==> config.mk <==
export PLATFORM = sky130hd
export DESIGN_NAME = bit_test_rmw
export DESIGN_NICKNAME = d
export VERILOG_FILES = /design/src/rtl/bit_rmw_pkg.sv /design/src/rtl/rmw_seq.sv /design/src/rtl/rmw_addr.sv /design/src/rtl/rmw_datapath.sv /design/src/rtl/bit_test_rmw.sv
export SDC_FILE = /design/constraint.sdc
export NUM_CORES = 1
export LEC_CHECK = 0
export BUFFER_PORTS_ARGS = -buffer_cell sky130_fd_sc_hd__buf_4
export CAP_MARGIN = 25
export CORE_ASPECT_RATIO = 0.75
export CORE_MARGIN = 2
export CORE_UTILIZATION = 40
export CTS_CLUSTER_SIZE = 10
export DETAILED_ROUTE_END_ITERATION = 16
export PLACE_DENSITY = 0.66
export SLEW_MARGIN = 10
export SYNTH_ARGS = -nofsm -noshare
export SYNTH_HDL_FRONTEND = slang
export SYNTH_HIERARCHICAL = 1
export SYNTH_SLANG_ARGS = --single-unit
export TNS_END_PERCENT = 5
==> constraint.sdc <==
create_clock -name clk_i -period 2.1 [get_ports clk_i]
set_clock_uncertainty 0.2 [all_clocks]
set_input_delay 0 -clock clk_i [delete_from_list [all_inputs] [get_ports clk_i]]
set_output_delay 0 -clock clk_i [all_outputs]
set_load 0.005 [all_outputs]
==> src/rtl/bit_rmw_pkg.sv <==
package bit_rmw_pkg;

  typedef enum logic [2:0] {
    S_IDLE,
    S_RD_LO,
    S_RD_HI,
    S_CAP,
    S_WR_LO,
    S_WR_HI,
    S_DONE
  } rmw_state_e;

  localparam logic [7:0] OPC_SET_DP  = 8'h04;
  localparam logic [7:0] OPC_SET_ABS = 8'h0C;
  localparam logic [7:0] OPC_CLR_DP  = 8'h14;
  localparam logic [7:0] OPC_CLR_ABS = 8'h1C;

  typedef struct packed {
    logic valid;
    logic set;
    logic dp;
  } rmw_op_t;

  function automatic rmw_op_t decode_op(input logic [7:0] opc);
    rmw_op_t r;
    r = '0;
    unique case (opc)
      OPC_SET_DP:  r = '{valid: 1'b1, set: 1'b1, dp: 1'b1};
      OPC_SET_ABS: r = '{valid: 1'b1, set: 1'b1, dp: 1'b0};
      OPC_CLR_DP:  r = '{valid: 1'b1, set: 1'b0, dp: 1'b1};
      OPC_CLR_ABS: r = '{valid: 1'b1, set: 1'b0, dp: 1'b0};
      default:     r = '0;
    endcase
    return r;
  endfunction

endpackage

==> src/rtl/rmw_seq.sv <==
module rmw_seq
  import bit_rmw_pkg::*;
#(
  parameter int CYC_W = 4
) (
  input  logic             clk_i,
  input  logic             rst_ni,
  input  logic             start_i,
  input  logic [7:0]       opcode_i,
  input  logic             m8_i,
  input  logic             dp_lo_nz_i,
  output logic             accept_o,
  output logic             set_o,
  output logic             dp_o,
  output logic             m8_o,
  output logic             rd_o,
  output logic             wr_o,
  output logic             hi_o,
  output logic             fin_o,
  output logic             done_o,
  output logic [CYC_W-1:0] cyc_o
);

  localparam logic [CYC_W-1:0] BASE_DP  = CYC_W'(5);
  localparam logic [CYC_W-1:0] BASE_ABS = CYC_W'(6);

  rmw_state_e       state_q, state_d;
  rmw_op_t          dec, op_q;
  logic             m8_q;
  logic [CYC_W-1:0] cost_d, cost_q, cyc_q;

  assign dec      = decode_op(opcode_i);
  assign accept_o = start_i && (state_q == S_IDLE) && dec.valid;

  always_comb begin
    state_d = state_q;
    unique case (state_q)
      S_IDLE:  if (accept_o) state_d = S_RD_LO;
      S_RD_LO: state_d = m8_q ? S_CAP : S_RD_HI;
      S_RD_HI: state_d = S_CAP;
      S_CAP:   state_d = S_WR_LO;
      S_WR_LO: state_d = m8_q ? S_DONE : S_WR_HI;
      S_WR_HI: state_d = S_DONE;
      S_DONE:  state_d = S_IDLE;
      default: state_d = S_IDLE;
    endcase
  end

  // cost is fixed by the inputs seen at launch
  always_comb begin
    if (dec.dp)
      cost_d = BASE_DP + CYC_W'(!m8_i) + CYC_W'(dp_lo_nz_i);
    else
      cost_d = BASE_ABS + CYC_W'(!m8_i);
  end

  always_ff @(posedge clk_i or negedge rst_ni) begin
    if (!rst_ni) begin
      state_q <= S_IDLE;
      op_q    <= '0;
      m8_q    <= 1'b0;
      cost_q  <= '0;
      cyc_q   <= '0;
    end else begin
      state_q <= state_d;
      if (accept_o) begin
        op_q   <= dec;
        m8_q   <= m8_i;
        cost_q <= cost_d;
      end
      if (fin_o) cyc_q <= cost_q;
    end
  end

  assign set_o  = op_q.set;
  assign dp_o   = dec.dp;
  assign m8_o   = m8_q;
  assign rd_o   = (state_q == S_RD_LO) || (state_q == S_RD_HI);
  assign wr_o   = (state_q == S_WR_LO) || (state_q == S_WR_HI);
  assign hi_o   = (state_q == S_RD_HI) || (state_q == S_WR_HI);
  assign fin_o  = (state_q == S_WR_HI) || ((state_q == S_WR_LO) && m8_q);
  assign done_o = (state_q == S_DONE);
  assign cyc_o  = cyc_q;

  p_done_pulse_r7: assert property (@(posedge clk_i) disable iff (!rst_ni)
    done_o |=> !done_o);

  p_cyc_range_r6: assert property (@(posedge clk_i) disable iff (!rst_ni)
    done_o |-> (cyc_o >= CYC_W'(5)) && (cyc_o <= CYC_W'(8)));

  p_busy_ignore_r8: assert property (@(posedge clk_i) disable iff (!rst_ni)
    (state_q != S_IDLE) && start_i |=> !rd_o || hi_o || $past(rd_o));

endmodule

==> src/rtl/rmw_addr.sv <==
module rmw_addr #(
  parameter int ADDR_W = 24,
  parameter int BYTE_W = 8
) (
  input  logic              clk_i,
  input  logic              rst_ni,
  input  logic              accept_i,
  input  logic              dp_i,
  input  logic [2*BYTE_W-1:0] dpage_i,
  input  logic [2*BYTE_W-1:0] operand_i,
  input  logic [ADDR_W-2*BYTE_W-1:0] bank_i,
  input  logic              hi_i,
  output logic [ADDR_W-1:0] addr_o
);

  localparam int WORD_W = 2 * BYTE_W;
  localparam int BANK_W = ADDR_W - WORD_W;

  logic [ADDR_W-1:0] base_d, base_q;

  always_comb begin
    if (dp_i)
      base_d = {{BANK_W{1'b0}}, dpage_i} + ADDR_W'(operand_i[BYTE_W-1:0]);
    else
      base_d = {bank_i, operand_i};
  end

  always_ff @(posedge clk_i or negedge rst_ni) begin
    if (!rst_ni)       base_q <= '0;
    else if (accept_i) base_q <= base_d;
  end

  // high byte sits one above, wrapping modulo 2^ADDR_W
  assign addr_o = base_q + ADDR_W'(hi_i);

endmodule

==> src/rtl/rmw_datapath.sv <==
module rmw_datapath #(
  parameter int BYTE_W = 8
) (
  input  logic                clk_i,
  input  logic                rst_ni,
  input  logic                accept_i,
  input  logic                set_i,
  input  logic                m8_i,
  input  logic [2*BYTE_W-1:0] acc_i,
  input  logic                rd_i,
  input  logic                hi_i,
  input  logic [BYTE_W-1:0]   rdata_i,
  input  logic                fin_i,
  output logic [BYTE_W-1:0]   wdata_o,
  output logic                zero_o
);

  localparam int LANES  = 2;
  localparam int WORD_W = LANES * BYTE_W;

  logic [WORD_W-1:0] acc_q;
  logic              rd_q, hi_q, zero_q;
  logic [BYTE_W-1:0] data_q [LANES];
  logic [BYTE_W-1:0] new_b  [LANES];
  logic [LANES-1:0]  hit, en;

  always_ff @(posedge clk_i or negedge rst_ni) begin
    if (!rst_ni) begin
      acc_q <= '0;
      rd_q  <= 1'b0;
      hi_q  <= 1'b0;
    end else begin
      if (accept_i) acc_q <= acc_i;
      rd_q <= rd_i;
      hi_q <= hi_i;
    end
  end

  for (genvar g = 0; g < LANES; g++) begin : g_lane
    logic [BYTE_W-1:0] a_b;
    assign a_b = acc_q[g*BYTE_W +: BYTE_W];

    // read data lands one cycle after its strobe
    always_ff @(posedge clk_i or negedge rst_ni) begin
      if (!rst_ni)                            data_q[g] <= '0;
      else if (rd_q && (hi_q == (g != 0)))    data_q[g] <= rdata_i;
    end

    assign new_b[g] = set_i ? (data_q[g] | a_b) : (data_q[g] & ~a_b);
    assign hit[g]   = |(data_q[g] & a_b);
    assign en[g]    = (g == 0) || !m8_i;
  end

  always_ff @(posedge clk_i or negedge rst_ni) begin
    if (!rst_ni)    zero_q <= 1'b0;
    else if (fin_i) zero_q <= ~|(hit & en);
  end

  assign wdata_o = hi_i ? new_b[1] : new_b[0];
  assign zero_o  = zero_q;

  p_zero_hold_r10: assert property (@(posedge clk_i) disable iff (!rst_ni)
    !fin_i |=> $stable(zero_o));

endmodule

==> src/rtl/bit_test_rmw.sv <==
module bit_test_rmw #(
  parameter int ADDR_W = 24,
  parameter int BYTE_W = 8,
  parameter int CYC_W  = 4
) (
  input  logic                       clk_i,
  input  logic                       rst_ni,
  input  logic                       start_i,
  input  logic [7:0]                 opcode_i,
  input  logic [2*BYTE_W-1:0]        operand_i,
  input  logic [2*BYTE_W-1:0]        acc_i,
  input  logic [2*BYTE_W-1:0]        dpage_i,
  input  logic [ADDR_W-2*BYTE_W-1:0] bank_i,
  input  logic                       m8_i,
  output logic [ADDR_W-1:0]          mem_addr_o,
  output logic                       mem_rd_o,
  output logic                       mem_wr_o,
  output logic [BYTE_W-1:0]          mem_wdata_o,
  input  logic [BYTE_W-1:0]          mem_rdata_i,
  output logic                       zero_o,
  output logic [CYC_W-1:0]           cyc_o,
  output logic                       done_o
);

  logic accept, set_op, dp_sel, m8_q, rd, wr, hi, fin;

  rmw_seq #(.CYC_W(CYC_W)) i_seq (
    .clk_i      (clk_i),
    .rst_ni     (rst_ni),
    .start_i    (start_i),
    .opcode_i   (opcode_i),
    .m8_i       (m8_i),
    .dp_lo_nz_i (|dpage_i[BYTE_W-1:0]),
    .accept_o   (accept),
    .set_o      (set_op),
    .dp_o       (dp_sel),
    .m8_o       (m8_q),
    .rd_o       (rd),
    .wr_o       (wr),
    .hi_o       (hi),
    .fin_o      (fin),
    .done_o     (done_o),
    .cyc_o      (cyc_o)
  );

  rmw_addr #(.ADDR_W(ADDR_W), .BYTE_W(BYTE_W)) i_addr (
    .clk_i     (clk_i),
    .rst_ni    (rst_ni),
    .accept_i  (accept),
    .dp_i      (dp_sel),
    .dpage_i   (dpage_i),
    .operand_i (operand_i),
    .bank_i    (bank_i),
    .hi_i      (hi),
    .addr_o    (mem_addr_o)
  );

  rmw_datapath #(.BYTE_W(BYTE_W)) i_dp (
    .clk_i    (clk_i),
    .rst_ni   (rst_ni),
    .accept_i (accept),
    .set_i    (set_op),
    .m8_i     (m8_q),
    .acc_i    (acc_i),
    .rd_i     (rd),
    .hi_i     (hi),
    .rdata_i  (mem_rdata_i),
    .fin_i    (fin),
    .wdata_o  (mem_wdata_o),
    .zero_o   (zero_o)
  );

  assign mem_rd_o = rd;
  assign mem_wr_o = wr;

  p_rd_wr_excl_r7: assert property (@(posedge clk_i) disable iff (!rst_ni)
    !(mem_rd_o && mem_wr_o));

  p_wr_after_gap_r7: assert property (@(posedge clk_i) disable iff (!rst_ni)
    $rose(mem_wr_o) |-> !$past(mem_rd_o));

  p_wr_burst_addr_r5: assert property (@(posedge clk_i) disable iff (!rst_ni)
    mem_wr_o && $past(mem_wr_o) |-> mem_addr_o == ADDR_W'($past(mem_addr_o) + 1'b1));

  p_cyc_hold_r10: assert property (@(posedge clk_i) disable iff (!rst_ni)
    !done_o |-> $stable(cyc_o));

endmodule

## Word-level counts from Yosys, hierarchy flattened

Index checks and enable logic that the tools add are counted.

| cells by class | value |
|---|---|
| $add $sub $neg | 5 |
| bitwise gates (word level) | 10 |
| equality and inequality tests | 11 |
| multiplexer cells | 10 |
| reduce and logical (&&, ||, !) cells | 17 |

Operator list:

| cell | count |
|---|---|
| $and 8x8->8 | 4 |
| $add 24x1->24 | 1 |
| $mux 24 | 1 |
| $mux 8 | 3 |
| $reduce_or 8->1 | 3 |
| $pmux 3 s6 | 1 |
| $add 16x8->17 | 1 |
| $eq 8x5->1 const B | 2 |
| $not 8->8 | 2 |
| $or 8x8->8 | 2 |
| $pmux 3 s4 | 1 |
| $eq 3x3->1 const B | 3 |
| $add 3x1->4 const A | 2 |
| $eq 8x3->1 const B | 1 |
| $eq 8x4->1 const B | 1 |
| $eq 3x2->1 const B | 2 |
| $logic_and 1x1->1 | 5 |
| $add 4x1->4 | 1 |
| $logic_or 1x1->1 | 4 |
| $mux 4 | 1 |
| $eq 3x1->1 const B | 1 |
| $logic_not 1->1 | 3 |
| $logic_not 3->1 | 1 |
| $mux 3 | 1 |
| 6 further kinds | 6 |

| storage, ports and cells | value |
|---|---|
| register bits | 72 |
| output and inout bits | 40 |
| input bits | 76 |
| logic and storage cells | 65 |

## Longest topological paths before layout

Gate-level depths: netlist of run 1.

| depth | value |
|---|---|
| depth in word-level cells | 5 |
| depth in mapped cells | 10 |
| depth with buffers taken out | 8 |

## Hierarchy

Netlist of run 1, hierarchy kept.

Modules (own cells, without submodules):

| module | sequential area each (um^2) | times used | area an instance (um^2) | cells an instance |
|---|---|---|---|---|
| rmw_addr | 600.6 | 1 | 2019.4 | 236 |
| rmw_datapath | 875.8 | 1 | 1639.1 | 129 |
| rmw_seq | 275.3 | 1 | 603.1 | 50 |
| bit_test_rmw | 0.0 | 1 | 16.3 | 3 |

## Least setup slack after synthesis of run 1

No wires, ideal clock.

| timing | value |
|---|---|
| path kind | reg2reg |
| start point | reg i_seq.state_q[2] |
| end point | reg i_dp.acc_q[10] |
| clock period less this slack | 2.084 ns |
| cell stages (with the launch flop) | 8 |
| data required time | 1.775 ns |
| setup time | 0.125 ns |
| setup slack | 0.016 ns |
| arrival time | 1.760 ns |
| cell sequence | dfrtp_1 buf_2 nor2_1 nand4b_4 inv_1 buf_2 buf_2 mux2_2 |

| between the ends | value |
|---|---|
| cells in the longest elaborated chain, start to end | 3 |

Ends and longest elaborated chain:

| element | line | RTL |
|---|---|---|
| start: declaration | rmw_seq.sv:27 | `rmw_state_e state_q, state_d;` |
| start signal: assignment | rmw_seq.sv:65 | `state_q <= state_d;` |
| $logic_not 3->1 | rmw_seq.sv:33 | `assign accept_o = start_i && (state_q == S_IDLE) && dec.valid;` |
| $logic_and 1x1->1 (2 in series) | rmw_seq.sv:33 |  |
| via accept | bit_test_rmw.sv:25 | `logic accept, set_op, dp_sel, m8_q, rd, wr, hi, fin;` |
| end signal: assignment | rmw_datapath.sv:33 | `if (accept_i) acc_q <= acc_i;` |
| end: declaration | rmw_datapath.sv:21 | `logic [WORD_W-1:0] acc_q;` |

The timed path passes the listed nets, and every way through them passes these cells.
A chain may end at the register's enable or synchronous reset.

## Worst setup path in the final report of run 1

| timing | value |
|---|---|
| start point | reg i_seq.state_q[0] |
| end point | out mem_addr_o[21] |

| between the ends | value |
|---|---|
| cells in the longest elaborated chain, start to end | 3 |

Ends and longest elaborated chain:

| element | line | RTL |
|---|---|---|
| $eq 3x2->1 / $eq 3x3->1 (equally long branches) | rmw_seq.sv:80 | `assign hi_o = (state_q == S_RD_HI) \|\| (state_q == S_WR_HI);` |
| $logic_or 1x1->1 * | rmw_seq.sv:80 |  |
| via hi | bit_test_rmw.sv:25 |  |
| $add 24x1->24 * | rmw_addr.sv:34 | `assign addr_o = base_q + ADDR_W'(hi_i);` |
| end: declaration | bit_test_rmw.sv:15 | `output logic [ADDR_W-1:0] mem_addr_o,` |

Mark *: on every way through the listed nets, which the timed path passes. The rest lies on a longest branch.

==> results of run 1 <==
## cell usage in the layout, fill, tap and decap left out, types with 6 or more instances in the layout
master,count
dfrtp_1,69
xnor2_1,19
dlygate4sd3_1,64
mux2i_1,19
o21ai_1,6
nor3_1,10
nand2_1,16
mux2_2,36
clkbuf_16,9
ha_1,8
a22oi_1,7
inv_1,17
and3_1,7
xor2_1,10
o21ai_0,22
nand3b_1,11
a21oi_1,13
nor2_1,28
nand3_1,13
a211oi_2,8
buf_4,129
## kinds of logic after synthesis
logic type | Yosys count | synth area share
DFF | 70 | 0.409
buffers and inverters | 39 | 0.0407
other | 1 | 0.000877
AOI/OAI and AO/OA | 77 | 0.118
adders and majority gates | 12 | 0.0369
xor gates and xnor gates | 33 | 0.0676
and+or+nand+nor | 127 | 0.174
muxes | 59 | 0.152
## metal layers
| metal | up-vias | GRT usage | wire, µm |
|---|---|---|---|
| li1 | 1896 | - | - |
| met4 | 0 | 0.0663 | 170 |
| met5 | - | 0 | 0 |
| met2 | 124 | 0.339 | 5720 |
| met3 | 15 | 0.0354 | 605 |
| met1 | 1881 | 0.276 | 5390 |
## through the flow
stage               power, W  hold slack, ps  cells  utilization
finish               0.00633            53.5    751        0.637
global route         0.00668            78.9    751        0.637
CTS                  0.00622            36.5    750        0.627
detailed placement   0.00428           -25.0    664        0.520
global placement     0.00423           -28.6    664        0.520
floorplan            0.00330            -496    418            -
## critical path, stage by stage (launching register included)
cell     delay [ps]
dfrtp_1         400
nor2_2          150
nand2_2          90
o21ai_4         110
ha_4            190
and3_4          190
buf_6           130
nand4_4         120
xnor2_2         180
buf_4           130
## power by group through the flow
| stage | Combinational (W) | Clock [W] | Sequential, W |
|---|---|---|---|
| final | 0.00255 | 0.00167 | 0.00211 |
| after global routing | 0.00275 | 0.00176 | 0.00217 |
| after CTS | 0.00242 | 0.00170 | 0.00210 |
| after detailed placement | 0.00218 | 0 | 0.00211 |
| after global placement | 0.00213 | 0 | 0.00209 |
| after floorplan | 0.00130 | 0 | 0.00201 |
## worst max-delay path by stage
stage | from | to | slack (ps) | cells after the start
after global placement | i_seq/state_q[0] | mem_addr_o[18] | 120 | 9
after global routing | i_seq/state_q[0] | mem_addr_o[21] | -200 | 9
after CTS | i_seq/state_q[2] | mem_addr_o[11] | -130 | 9
final | i_seq/state_q[0] | mem_addr_o[21] | -110 | 9
after floorplan | i_seq/state_q[2] | i_dp/acc_q[10] | 20 | 7
after detailed placement | i_seq/state_q[0] | mem_addr_o[18] | 70 | 9
## state kept, by name, summed over array words and instances (netlist names)
signal,count
i_addr/base_q,24
i_dp/acc_q,16
i_dp/data_q,16
i_dp/hi_q,1
i_dp/rd_q,1
i_dp/zero_o,1
i_seq/cost_q,3
i_seq/cyc_o,3
i_seq/m8_o,1
i_seq/set_o,1
i_seq/state_q,3
## final cells by class
cell class                      count  area, µm²
Fill cell                         810       3750
Multi-Input combinational cell    309       2500
Sequential cell                    70       1750
Timing Repair Buffer              202       1750
Clock buffer                       11        253
Tap cell                          136        170
Clock inverter                      5       81.3
Inverter                           18       72.6
## repair_timing
action	in CTS	in global routing
buffers inserted	6	1
hold endpoints to repair	130	0
pin swaps	7	10
endpoints found under the setup margin	28	57
gates resized for setup	22	25
hold buffers	64	0
==> metrics.txt, run 1 <==
# TYPE chip_impl_metric gauge
chip_impl_info{name="crit_type",value="register to output port"} 1
chip_impl_metric{name="power_density",unit="nW/µm²"} 963
chip_impl_info{name="violations",value="negative setup slack"} 1
chip_impl_metric{name="gr-total-overflow",unit=""} 0
chip_impl_metric{name="critical_path_arrival",unit="ps"} 2010
chip_impl_metric{name="number_of_global_route_vias_before_repair",unit=""} 3841
chip_impl_metric{name="clock_transition_at_the_register_clock_pins_on_the_worst_setup_and_hold_paths_after_cts",unit="ps"} 50
chip_impl_metric{name="floorplan.rows",unit=""} 32
chip_impl_metric{name="max_freq",unit="GHz"} 0.453
chip_impl_metric{name="cell_internal_pwr",unit="W"} 0.00435
chip_impl_metric{name="flow.area_growth_from_synthesis",unit="%"} 53.7
chip_impl_metric{name="max_slew_margin",unit=""} 0.418
chip_impl_metric{name="finalHoldViolations",unit=""} 0
chip_impl_metric{name="place_area",unit="µm²"} 5370
chip_impl_metric{name="drt_pass1_iterations",unit=""} 4
chip_impl_metric{name="first_iter_violations",unit=""} 236
chip_impl_metric{name="dieWidth",unit="µm"} 123
chip_impl_metric{name="p_comb_frac",unit=""} 0.402
chip_impl_info{name="cell_with_the_most_instances_after_synthesis",value="dfrtp_1"} 1
chip_impl_metric{name="clk-insertion-delay-late",unit="ps"} 330
chip_impl_metric{name="fin_crit_sh",unit=""} 1.05
chip_impl_metric{name="num_vias",unit=""} 3916
chip_impl_metric{name="rr_worst_depth",unit=""} 12
chip_impl_metric{name="post_synth_num_cell_types",unit=""} 53
chip_impl_info{name="hp-start",value="opcode_i[6]"} 1
chip_impl_metric{name="final_period_minus_worst_setup_slack",unit="ps"} 2210
chip_impl_info{name="ctsRootBufferMaster",value="clkbuf_16"} 1
chip_impl_metric{name="cts.htree.levels",unit=""} 3
chip_impl_metric{name="synth-edff-count",unit=""} 0
chip_impl_metric{name="timing_worst_slew_pin_value",unit="ps"} 873
chip_impl_metric{name="grt_pass1_wl",unit="µm"} 18500
chip_impl_info{name="synthFlopType",value="dfrtp_1"} 1
chip_impl_info{name="synth.area.top_cells",value="dfrtp_1 (41%), mux2_2 (9.7%), xnor2_1 (4.7%)"} 1
chip_impl_metric{name="nets",unit=""} 698
chip_impl_metric{name="detailed_place_hpwl",unit="µm"} 8100
chip_impl_metric{name="setup.reg_to_reg.worst_slack",unit="ps"} -30
chip_impl_metric{name="cts-root-to-sink-buffers",unit=""} 2
chip_impl_metric{name="layout_cells_sized_above_1",unit=""} 0.379
chip_impl_info{name="status",value="finished with violations"} 1
chip_impl_metric{name="switchingPower",unit="W"} 0.00198
chip_impl_metric{name="setup_tns",unit="ps"} -1390
chip_impl_metric{name="timing.critical_path.required",unit="ps"} 1900
chip_impl_metric{name="sw_frac",unit=""} 0.313
chip_impl_metric{name="die-area",unit="µm²"} 11500
chip_impl_metric{name="yosys_register_bits",unit=""} 70
chip_impl_metric{name="number_of_top_level_pins",unit=""} 116
chip_impl_info{name="setup.worst_path.start_class",value="register"} 1
chip_impl_info{name="min-delay-path-class",value="input pin to register"} 1
chip_impl_metric{name="floorplan.core_area",unit="µm²"} 10300
chip_impl_metric{name="yosysTopAreaCellShare",unit=""} 0.409
chip_impl_metric{name="clock_network_fraction_of_total_power",unit=""} 0.264
chip_impl_metric{name="yosysWarnings",unit=""} 6
chip_impl_metric{name="clock_sinks",unit=""} 70
chip_impl_metric{name="global_route.usage.total",unit=""} 0.206
chip_impl_metric{name="synth-async-reset-ratio",unit=""} 1.00
chip_impl_metric{name="ant_nets",unit=""} 0
chip_impl_metric{name="max-vdd-ir-drop",unit="mV"} 0.587
chip_impl_metric{name="synth_fp_nets",unit=""} 506
chip_impl_info{name="synth.cells.most_frequent",value="dfrtp_1 (70), mux2_2 (37), nor2_1 (29), o21ai_0 (29), xnor2_1 (23)"} 1
chip_impl_metric{name="cells_after_synthesis",unit=""} 418
chip_impl_metric{name="syn_area",unit="µm²"} 4280
chip_impl_metric{name="max_cap_violations",unit=""} 0
chip_impl_metric{name="cellLeakagePower",unit="nW"} 3.06
chip_impl_metric{name="number_of_antenna_violations_at_the_first_check_in_global_routing",unit=""} 0
chip_impl_metric{name="cts_buffers",unit=""} 9
chip_impl_metric{name="initial_utilization",unit=""} 0.414
chip_impl_metric{name="yosysSeqAreaShare",unit=""} 0.409
chip_impl_metric{name="synth.avg_cell_area",unit="µm²"} 10.2
chip_impl_info{name="yosysTopAreaCell",value="dfrtp_1"} 1
chip_impl_metric{name="inserted_diodes",unit=""} 0
chip_impl_metric{name="drc_errors",unit=""} 0
chip_impl_metric{name="fp.dieH",unit="µm"} 93.6
chip_impl_info{name="critPathCaptureType",value="output port"} 1
chip_impl_info{name="regToRegStartpoint",value="i_seq/state_q[0]"} 1
chip_impl_info{name="whs_endpoint",value="i_seq/state_q[0]"} 1
chip_impl_metric{name="report.final.slew_viol_count",unit=""} 0
chip_impl_info{name="grt_setup_unrepaired",value="yes"} 1
chip_impl_metric{name="critPathMaxFanout",unit=""} 5
chip_impl_metric{name="seq_power_share",unit=""} 0.334
chip_impl_metric{name="hold-path-cell-count",unit=""} 4
chip_impl_metric{name="final_design_area_no_fill",unit="µm²"} 6580
chip_impl_metric{name="detailedPlace.worstSlack",unit="ps"} 65.4
chip_impl_metric{name="io_buffers",unit=""} 114
chip_impl_info{name="cts_tree",value="yes"} 1
chip_impl_metric{name="final_critical_path_setup_slack",unit="ps"} -110
chip_impl_metric{name="finalSetupViolations",unit=""} 30
chip_impl_info{name="reg2reg_to",value="i_addr/base_q[9]"} 1
chip_impl_metric{name="detail_route.wl_per_cell",unit="µm"} 15.8
chip_impl_metric{name="gp_congestion",unit=""} 0.816
chip_impl_metric{name="grt_max_degree",unit=""} 71
chip_impl_metric{name="wl",unit="µm"} 11900
chip_impl_metric{name="vias_per_cell",unit=""} 5.21
No activity file was read; power rests on OpenSTA's default activity.
==> run 2: changes to the inputs <==
- PLACE_DENSITY: 0.66 -> 0.74
==> run 2 against run 1 <==
Largest power group unchanged. The flow still finishes with violations (negative setup slack). Wire length grew 7.9%. Via count grew 3.5%. Fmax shrank 2.1%.
==> metrics.txt, run 2 (synthesized netlist as in run 1, its figures left out) <==
# TYPE chip_impl_metric gauge
chip_impl_metric{name="floorplan.core_area",unit="µm²"} 10300
chip_impl_metric{name="detailedPlace.worstSlack",unit="ps"} 97.2
chip_impl_metric{name="clk-insertion-delay-late",unit="ps"} 330
chip_impl_metric{name="cellLeakagePower",unit="nW"} 3.07
chip_impl_info{name="violations",value="negative setup slack"} 1
chip_impl_metric{name="finalHoldViolations",unit=""} 0
chip_impl_metric{name="fp.dieH",unit="µm"} 93.6
chip_impl_metric{name="nets",unit=""} 693
chip_impl_metric{name="clock_transition_at_the_register_clock_pins_on_the_worst_setup_and_hold_paths_after_cts",unit="ps"} 50
chip_impl_info{name="cts_tree",value="yes"} 1
chip_impl_metric{name="place_area",unit="µm²"} 5350
chip_impl_metric{name="vias_per_cell",unit=""} 5.44
chip_impl_metric{name="area_used_by_multi_input_combinational_logic",unit="µm²"} 2560
chip_impl_metric{name="wl",unit="µm"} 12800
chip_impl_info{name="critPathCaptureType",value="output port"} 1
chip_impl_metric{name="detailed_place_hpwl",unit="µm"} 8450
chip_impl_metric{name="number_of_antenna_violations_at_the_first_check_in_global_routing",unit=""} 0
chip_impl_info{name="status",value="finished with violations"} 1
chip_impl_metric{name="number_of_top_level_pins",unit=""} 116
chip_impl_info{name="setup.worst_path.start_class",value="register"} 1
chip_impl_metric{name="layout_cells_sized_above_1",unit=""} 0.380
chip_impl_info{name="ctsRootBufferMaster",value="clkbuf_16"} 1
chip_impl_metric{name="num_vias",unit=""} 4055
chip_impl_metric{name="number_of_global_route_vias_before_repair",unit=""} 3981
chip_impl_metric{name="critical_path_arrival",unit="ps"} 2060
chip_impl_metric{name="first_iter_violations",unit=""} 236
chip_impl_metric{name="floorplan.rows",unit=""} 32
chip_impl_info{name="crit_type",value="register to output port"} 1
chip_impl_metric{name="final_period_minus_worst_setup_slack",unit="ps"} 2260
chip_impl_info{name="crit_path_cell_trace",value="nor2_2 -> nand2_2 -> o21ai_4 -> ha_4 -> ha_4 -> and3_4 -> nand4_1 -> xnor2_1 -> buf_4"} 1
chip_impl_metric{name="cts-root-to-sink-buffers",unit=""} 2
chip_impl_metric{name="critPathMaxStageDelay",unit="ps"} 400
chip_impl_metric{name="max_cap_violations",unit=""} 0
chip_impl_metric{name="grt_pass1_wl",unit="µm"} 19600
chip_impl_info{name="largestRegisters",value="i_addr/base_q (24), i_dp/acc_q (16), i_dp/data_q (16)"} 1
chip_impl_metric{name="io_buffers",unit=""} 114
chip_impl_metric{name="gr-total-overflow",unit=""} 0
chip_impl_metric{name="drt_pass1_iterations",unit=""} 4
chip_impl_metric{name="path_buf_inv",unit=""} 1
chip_impl_metric{name="n_fill_cell",unit=""} 806
chip_impl_metric{name="flow.area_growth_from_synthesis",unit="%"} 52.7
chip_impl_metric{name="critPathMaxFanout",unit=""} 3
chip_impl_metric{name="timing.critical_path.required",unit="ps"} 1900
chip_impl_info{name="top_register",value="i_addr/base_q"} 1
chip_impl_metric{name="max_slew_margin",unit=""} 0.401
chip_impl_metric{name="inserted_diodes",unit=""} 0
chip_impl_metric{name="hold_ws",unit="ps"} 3.60
chip_impl_metric{name="fin_crit_sh",unit=""} 1.07
chip_impl_metric{name="final_critical_path_setup_slack",unit="ps"} -156
chip_impl_metric{name="die-area",unit="µm²"} 11500
chip_impl_metric{name="utilization",unit=""} 0.633
chip_impl_metric{name="report.final.slew_viol_count",unit=""} 0
chip_impl_metric{name="gp_congestion",unit=""} 0.888
chip_impl_metric{name="max-vdd-ir-drop",unit="mV"} 0.444
chip_impl_metric{name="detail_route.wl_per_cell",unit="µm"} 17.2
chip_impl_metric{name="regArea",unit="µm²"} 1750
chip_impl_info{name="critical-path-top-cell-by-count",value="ha_4"} 1
chip_impl_metric{name="global_route.usage.total",unit=""} 0.223
chip_impl_info{name="min-delay-path-class",value="input pin to register"} 1
chip_impl_info{name="critical-path-slowest-cell",value="dfrtp_1"} 1
chip_impl_metric{name="dieWidth",unit="µm"} 123
chip_impl_metric{name="largest_register_ffs",unit=""} 24
chip_impl_metric{name="cts.htree.levels",unit=""} 3
chip_impl_metric{name="drc_errors",unit=""} 0
chip_impl_metric{name="initial_utilization",unit=""} 0.414
chip_impl_metric{name="final_design_area_no_fill",unit="µm²"} 6530
chip_impl_metric{name="finalSetupViolations",unit=""} 33
chip_impl_metric{name="clock_sinks",unit=""} 70
chip_impl_metric{name="max_freq",unit="GHz"} 0.443
chip_impl_metric{name="cts_buffers",unit=""} 9
chip_impl_info{name="final_common_cell",value="buf_4"} 1
chip_impl_metric{name="timing_worst_slew_pin_value",unit="ps"} 898
chip_impl_metric{name="power_density",unit="nW/µm²"} 945
chip_impl_info{name="grt_setup_unrepaired",value="yes"} 1
chip_impl_info{name="crit_family",value="simple AND/OR/NAND/NOR gates"} 1
chip_impl_metric{name="grt_max_degree",unit=""} 71
chip_impl_info{name="most-common-layout-cells",value="buf_4 (129), dfrtp_1 (68), dlygate4sd3_1 (61), o21ai_0 (28), nor2_1 (27)"} 1
chip_impl_metric{name="ant_nets",unit=""} 0
## run 2: changes by cell type in the layout (fill, tap and decap cells not counted), moves of 2 or more
cell | previous run | this run
o21ai_0 | 22 | 28
mux2_4 | 4 | 20
dlygate4sd3_1 | 64 | 61
mux2_2 | 36 | 20
clkinv_2 | 1 | 3
a211oi_1 | 3 | 5
xnor2_2 | 4 | 6
xnor2_1 | 19 | 17
buf_12 | 4 | 2
o21ai_1 | 6 | 0
a211oi_2 | 8 | 6
## run 2: timing repair
action                                  4_1_cts  5_1_grt
endpoints found under the setup margin       26       58
pin swaps                                     6       10
hold endpoints to repair                    130        0
setup buffers                                 5        1
resized for setup                            25       31
hold buffers                                 61        0
## run 2: tightest hold or removal path, cell delays in order
cell and delay (ps):
buf_4 90, nor4_4 40, buf_4 130, a21oi_1 140, o32ai_1 90
## run 2: power by group
part,internal (W),total (W),switching (W)
sequential,0.00175,0.00213,0.000385
clock,0.000946,0.00152,0.000577
combinational,0.00148,0.00252,0.00104
## run 2: path summary, 6_finish.rpt
path	from	cells past startpoint	end	slack (ps)
max in group asynchronous	rst_ni	2	i_addr/base_q[10]	920
worst min register to register	i_seq/cost_q[2]	1	i_seq/cost_q[2]	270
min in group asynchronous	rst_ni	2	i_dp/acc_q[15]	140
worst min-delay path	opcode_i[1]	5	i_seq/state_q[0]	4
worst max register to register	i_seq/state_q[0]	10	i_dp/acc_q[2]	-30
worst max-delay path	i_seq/state_q[0]	9	mem_addr_o[12]	-160
## run 2: cell type report
class                           instances  share of cell area
Multi-Input combinational cell        309               0.391
Inverter                               18              0.0111
Tap cell                              136              0.0260
Clock buffer                           10              0.0366
Timing Repair Buffer                  197               0.257
Sequential cell                        70               0.268
Clock inverter                          6             0.00938
## run 2: stage by stage
stage	instances	setup TNS (ps)	power [W]
finish	746	-2070	0.00618
global route	746	-6440	0.00652
CTS	745	-2010	0.00604
detailed placement	663	0	0.00429
global placement	663	0	0.00422
floorplan	418	0	0.00330
## run 2: routing by layer
metal | part of all wire | wire (µm) | vias up | GRT usage
met5 | 0 | 0 | - | 0
met4 | 0.029 | 372 | 0 | 0.0881
met3 | 0.056 | 712 | 34 | 0.0421
met2 | 0.47 | 6010 | 172 | 0.352
met1 | 0.45 | 5730 | 1965 | 0.302
li1 | - | - | 1884 | -
==> run 3: changes to the inputs <==
- ABC_AREA: default -> 1
- PLACE_DENSITY: 0.74 -> 0.73
==> run 3 against run 2 <==
First-iteration DRC count increased by 40%. Critical endpoint is now mem_addr_o[20]. Highest routed layer unchanged. The run still ends with negative setup slack left. Largest power group unchanged. Synthesized cell count increased by 54%. Die area increased by 6.8%.
==> metrics.txt, run 3 <==
# TYPE chip_impl_metric gauge
chip_impl_metric{name="syn_area",unit="µm²"} 4580
chip_impl_metric{name="number_of_antenna_violations_at_the_first_check_in_global_routing",unit=""} 0
chip_impl_metric{name="flow.area_growth_from_synthesis",unit="%"} 56.1
chip_impl_metric{name="yosys_register_bits",unit=""} 70
chip_impl_info{name="regToRegStartpoint",value="i_seq/state_q[2]"} 1
chip_impl_metric{name="yosysTopAreaCellShare",unit=""} 0.383
chip_impl_metric{name="io_buffers",unit=""} 114
chip_impl_metric{name="number_of_global_route_vias_before_repair",unit=""} 4952
chip_impl_metric{name="final_critical_path_setup_slack",unit="ps"} -389
chip_impl_metric{name="setup.reg_to_reg.worst_slack",unit="ps"} -40
chip_impl_info{name="top_register",value="i_addr/base_q"} 1
chip_impl_metric{name="cts.htree.levels",unit=""} 3
chip_impl_metric{name="critical_path_arrival",unit="ps"} 2290
chip_impl_metric{name="placed_cell_count",unit=""} 911
chip_impl_info{name="critPathCaptureType",value="output port"} 1
chip_impl_metric{name="gp_congestion",unit=""} 0.891
chip_impl_metric{name="cts-root-to-sink-buffers",unit=""} 2
chip_impl_info{name="most-common-layout-cells",value="nand2_1 (200), buf_4 (145), inv_1 (85), dlygate4sd3_1 (76), dfrtp_1 (68)"} 1
chip_impl_metric{name="vias_per_cell",unit=""} 4.93
chip_impl_metric{name="final_period_minus_worst_setup_slack",unit="ps"} 2490
chip_impl_info{name="synth.cells.most_frequent",value="nand2_1 (201), inv_1 (90), dfrtp_1 (70)"} 1
chip_impl_metric{name="yosysSeqAreaShare",unit=""} 0.383
chip_impl_metric{name="largest_register_ffs",unit=""} 24
chip_impl_metric{name="finalSetupViolations",unit=""} 25
chip_impl_metric{name="synth-async-reset-ratio",unit=""} 1.00
chip_impl_info{name="crit_family",value="simple AND/OR/NAND/NOR gates"} 1
chip_impl_metric{name="timing_worst_slew_pin_value",unit="ps"} 640
chip_impl_metric{name="clk-insertion-delay-late",unit="ps"} 340
chip_impl_metric{name="clock_sinks",unit=""} 70
chip_impl_info{name="grt_setup_unrepaired",value="yes"} 1
chip_impl_metric{name="final_design_area_no_fill",unit="µm²"} 7150
chip_impl_metric{name="finalHoldViolations",unit=""} 0
chip_impl_info{name="crit_type",value="register to output port"} 1
chip_impl_info{name="cell_with_the_most_instances_after_synthesis",value="nand2_1"} 1
chip_impl_metric{name="report.final.slew_viol_count",unit=""} 0
chip_impl_metric{name="max_cap_violations",unit=""} 0
chip_impl_metric{name="rr_worst_depth",unit=""} 12
chip_impl_metric{name="detailedPlace.worstSlack",unit="ps"} -108
chip_impl_metric{name="yosysWarnings",unit=""} 6
chip_impl_metric{name="timing.critical_path.required",unit="ps"} 1900
chip_impl_metric{name="die-area",unit="µm²"} 12300
chip_impl_metric{name="critPathMaxStageDelay",unit="ps"} 410
chip_impl_metric{name="post_synth_num_cell_types",unit=""} 44
chip_impl_metric{name="clock_transition_at_the_register_clock_pins_on_the_worst_setup_and_hold_paths_after_cts",unit="ps"} 60
chip_impl_metric{name="synth-edff-count",unit=""} 0
chip_impl_metric{name="inserted_diodes",unit=""} 0
chip_impl_metric{name="place_area",unit="µm²"} 5800
chip_impl_metric{name="detail_route.wl_per_cell",unit="µm"} 14.4
chip_impl_metric{name="floorplan.rows",unit=""} 33
chip_impl_metric{name="first_iter_violations",unit=""} 330
chip_impl_metric{name="drt_pass1_iterations",unit=""} 5
chip_impl_metric{name="synth_fp_nets",unit=""} 733
chip_impl_info{name="critical-path-slowest-cell",value="dfrtp_1"} 1
chip_impl_metric{name="hold_ws",unit="ps"} 57.2
chip_impl_info{name="min-delay-path-class",value="input pin to async pin"} 1
chip_impl_info{name="synth.area.top_cells",value="dfrtp_1 (38%), nand2_1 (16%), inv_1 (7.4%)"} 1
chip_impl_info{name="ctsRootBufferMaster",value="clkbuf_16"} 1
chip_impl_metric{name="cells_after_synthesis",unit=""} 645
chip_impl_info{name="violations",value="negative setup slack"} 1
chip_impl_metric{name="count_of_placed_standard_cells_in_the_final_layout_fillers_left_out",unit=""} 1015
chip_impl_metric{name="initial_utilization",unit=""} 0.415
chip_impl_metric{name="nets",unit=""} 958
chip_impl_metric{name="synth.avg_cell_area",unit="µm²"} 7.10
chip_impl_metric{name="detailed_place_hpwl",unit="µm"} 10300
chip_impl_metric{name="critPathMaxFanout",unit=""} 3
chip_impl_metric{name="path_buf_inv",unit=""} 2
chip_impl_metric{name="grt_pass1_wl",unit="µm"} 23900
chip_impl_metric{name="floorplan.core_area",unit="µm²"} 11000
chip_impl_metric{name="number_of_top_level_pins",unit=""} 116
chip_impl_info{name="final_common_cell",value="nand2_1"} 1
chip_impl_metric{name="wl",unit="µm"} 14600
chip_impl_metric{name="num_vias",unit=""} 5000
chip_impl_info{name="yosysTopAreaCell",value="dfrtp_1"} 1
chip_impl_metric{name="fp.dieH",unit="µm"} 96.7
chip_impl_info{name="status",value="finished with violations"} 1
chip_impl_metric{name="drc_errors",unit=""} 0
chip_impl_info{name="cts_tree",value="yes"} 1
chip_impl_metric{name="gr-total-overflow",unit=""} 0
chip_impl_metric{name="max_freq",unit="GHz"} 0.402
chip_impl_metric{name="cts_buffers",unit=""} 9
chip_impl_metric{name="max-vdd-ir-drop",unit="mV"} 0.515
chip_impl_metric{name="critical_path_cell_count",unit=""} 14
chip_impl_metric{name="cellLeakagePower",unit="nW"} 3.77
chip_impl_info{name="largestRegisters",value="i_addr/base_q (24), i_dp/acc_q (16), i_dp/data_q (16)"} 1
chip_impl_info{name="reg2reg_to",value="i_addr/base_q[11]"} 1
chip_impl_metric{name="grt_max_degree",unit=""} 48
chip_impl_metric{name="dieWidth",unit="µm"} 128
chip_impl_metric{name="max_slew_margin",unit=""} 0.574
chip_impl_info{name="setup.worst_path.start_class",value="register"} 1
chip_impl_metric{name="ant_nets",unit=""} 0
chip_impl_metric{name="layout_cells_sized_above_1",unit=""} 0.250
chip_impl_metric{name="fin_crit_sh",unit=""} 1.19
chip_impl_metric{name="power_density",unit="nW/µm²"} 853
chip_impl_info{name="crit_path_cell_trace",value="inv_2 -> nand3_4 -> nand2_4 -> ha_4 -> ha_4 -> nand3_4 -> nor2_4 -> nand2_4 -> nor2_4 -> nand2_4 -> nor2_4 -> nand2_1 -> xor2_1 -> buf_4"} 1
chip_impl_metric{name="global_route.usage.total",unit=""} 0.244
chip_impl_info{name="synthFlopType",value="dfrtp_1"} 1
-- run 3: cell count changes in the layout (fill, tap and decap cells not counted), sizes merged, moves of 15 or more --
cell         delta
nand3          +36
o21ai          +39
nand2         +190
dlygate4sd3    +15
mux2i          -19
mux2           -40
xnor2          -20
inv            +75
nor2           +23
-- run 3: repair_timing --
item / in CTS / in global routing
setup endpoints to repair: 20 / 46
setup buffers: 5 / 5
gates cloned: 0 / 0
pin swaps: 5 / 4
resized for setup: 14 / 18
endpoints found under the hold margin: 132 / 0
hold buffers: 78 / 0
-- run 3: routing by layer --
metal / up-vias / GRT usage / part of all wire
met1: 2318 / 0.350 / 0.48
met5: - / 0 / 0
li1: 2500 / - / -
met4: 0 / 0.0566 / 0.015
met2: 165 / 0.382 / 0.45
met3: 17 / 0.0492 / 0.055
-- run 3: worst register-to-register path, cell delays in order (launching register included) --
cell and delay, ps:
dfrtp_1 410, buf_4 150, buf_4 120, buf_4 140
nor3_4 120, nand2_1 100, inv_2 80, buf_12 180
inv_1 250, nand2_1 140, nand2_1 60, inv_1 50
nand2_1 40
-- run 3: metrics by stage --
step | util | power (W) | setup TNS [ps]
after floorplan | - | 0.00315 | 0
after global routing | 0.648 | 0.00652 | -9660
after CTS | 0.639 | 0.00603 | -4520
after detailed placement | 0.527 | 0.00410 | -188
final | 0.648 | 0.00609 | -4780
after global placement | 0.527 | 0.00404 | -42.5
-- run 3: final cells by class --
| class | instances | area, µm² |
|---|---|---|
| Fill cell | 965 | 3880 |
| Clock buffer | 13 | 270 |
| Sequential cell | 70 | 1750 |
| Inverter | 95 | 367 |
| Clock inverter | 3 | 65.1 |
| Tap cell | 140 | 175 |
| Multi-Input combinational cell | 466 | 2560 |
| Timing Repair Buffer | 228 | 1960 |
-- run 3: power by group --
part / switching [W] / internal, W / total [W]
registers: 0.000333 / 0.00175 / 0.00209
clock network: 0.000558 / 0.00113 / 0.00169
logic: 0.00119 / 0.00112 / 0.00232
-- run 3: logic make-up after synthesis --
family / share of synthesized area
other cells: 0.000819
simple gates: 0.326
buf+inv: 0.0967
fa+ha+maj: 0.0344
flops: 0.383
xor+xnor: 0.0418
compound gates: 0.117
-- run 3: worst max path at each step --
stage	from	end	slack, ps
after floorplan	i_seq/state_q[2]	mem_addr_o[20]	6
after global routing	i_seq/state_q[2]	mem_addr_o[20]	-510
after CTS	i_seq/state_q[0]	mem_addr_o[20]	-360
after detailed placement	i_seq/state_q[0]	mem_addr_o[20]	-110
after global placement	i_seq/state_q[1]	mem_addr_o[20]	-40
final	i_seq/state_q[2]	mem_addr_o[20]	-390
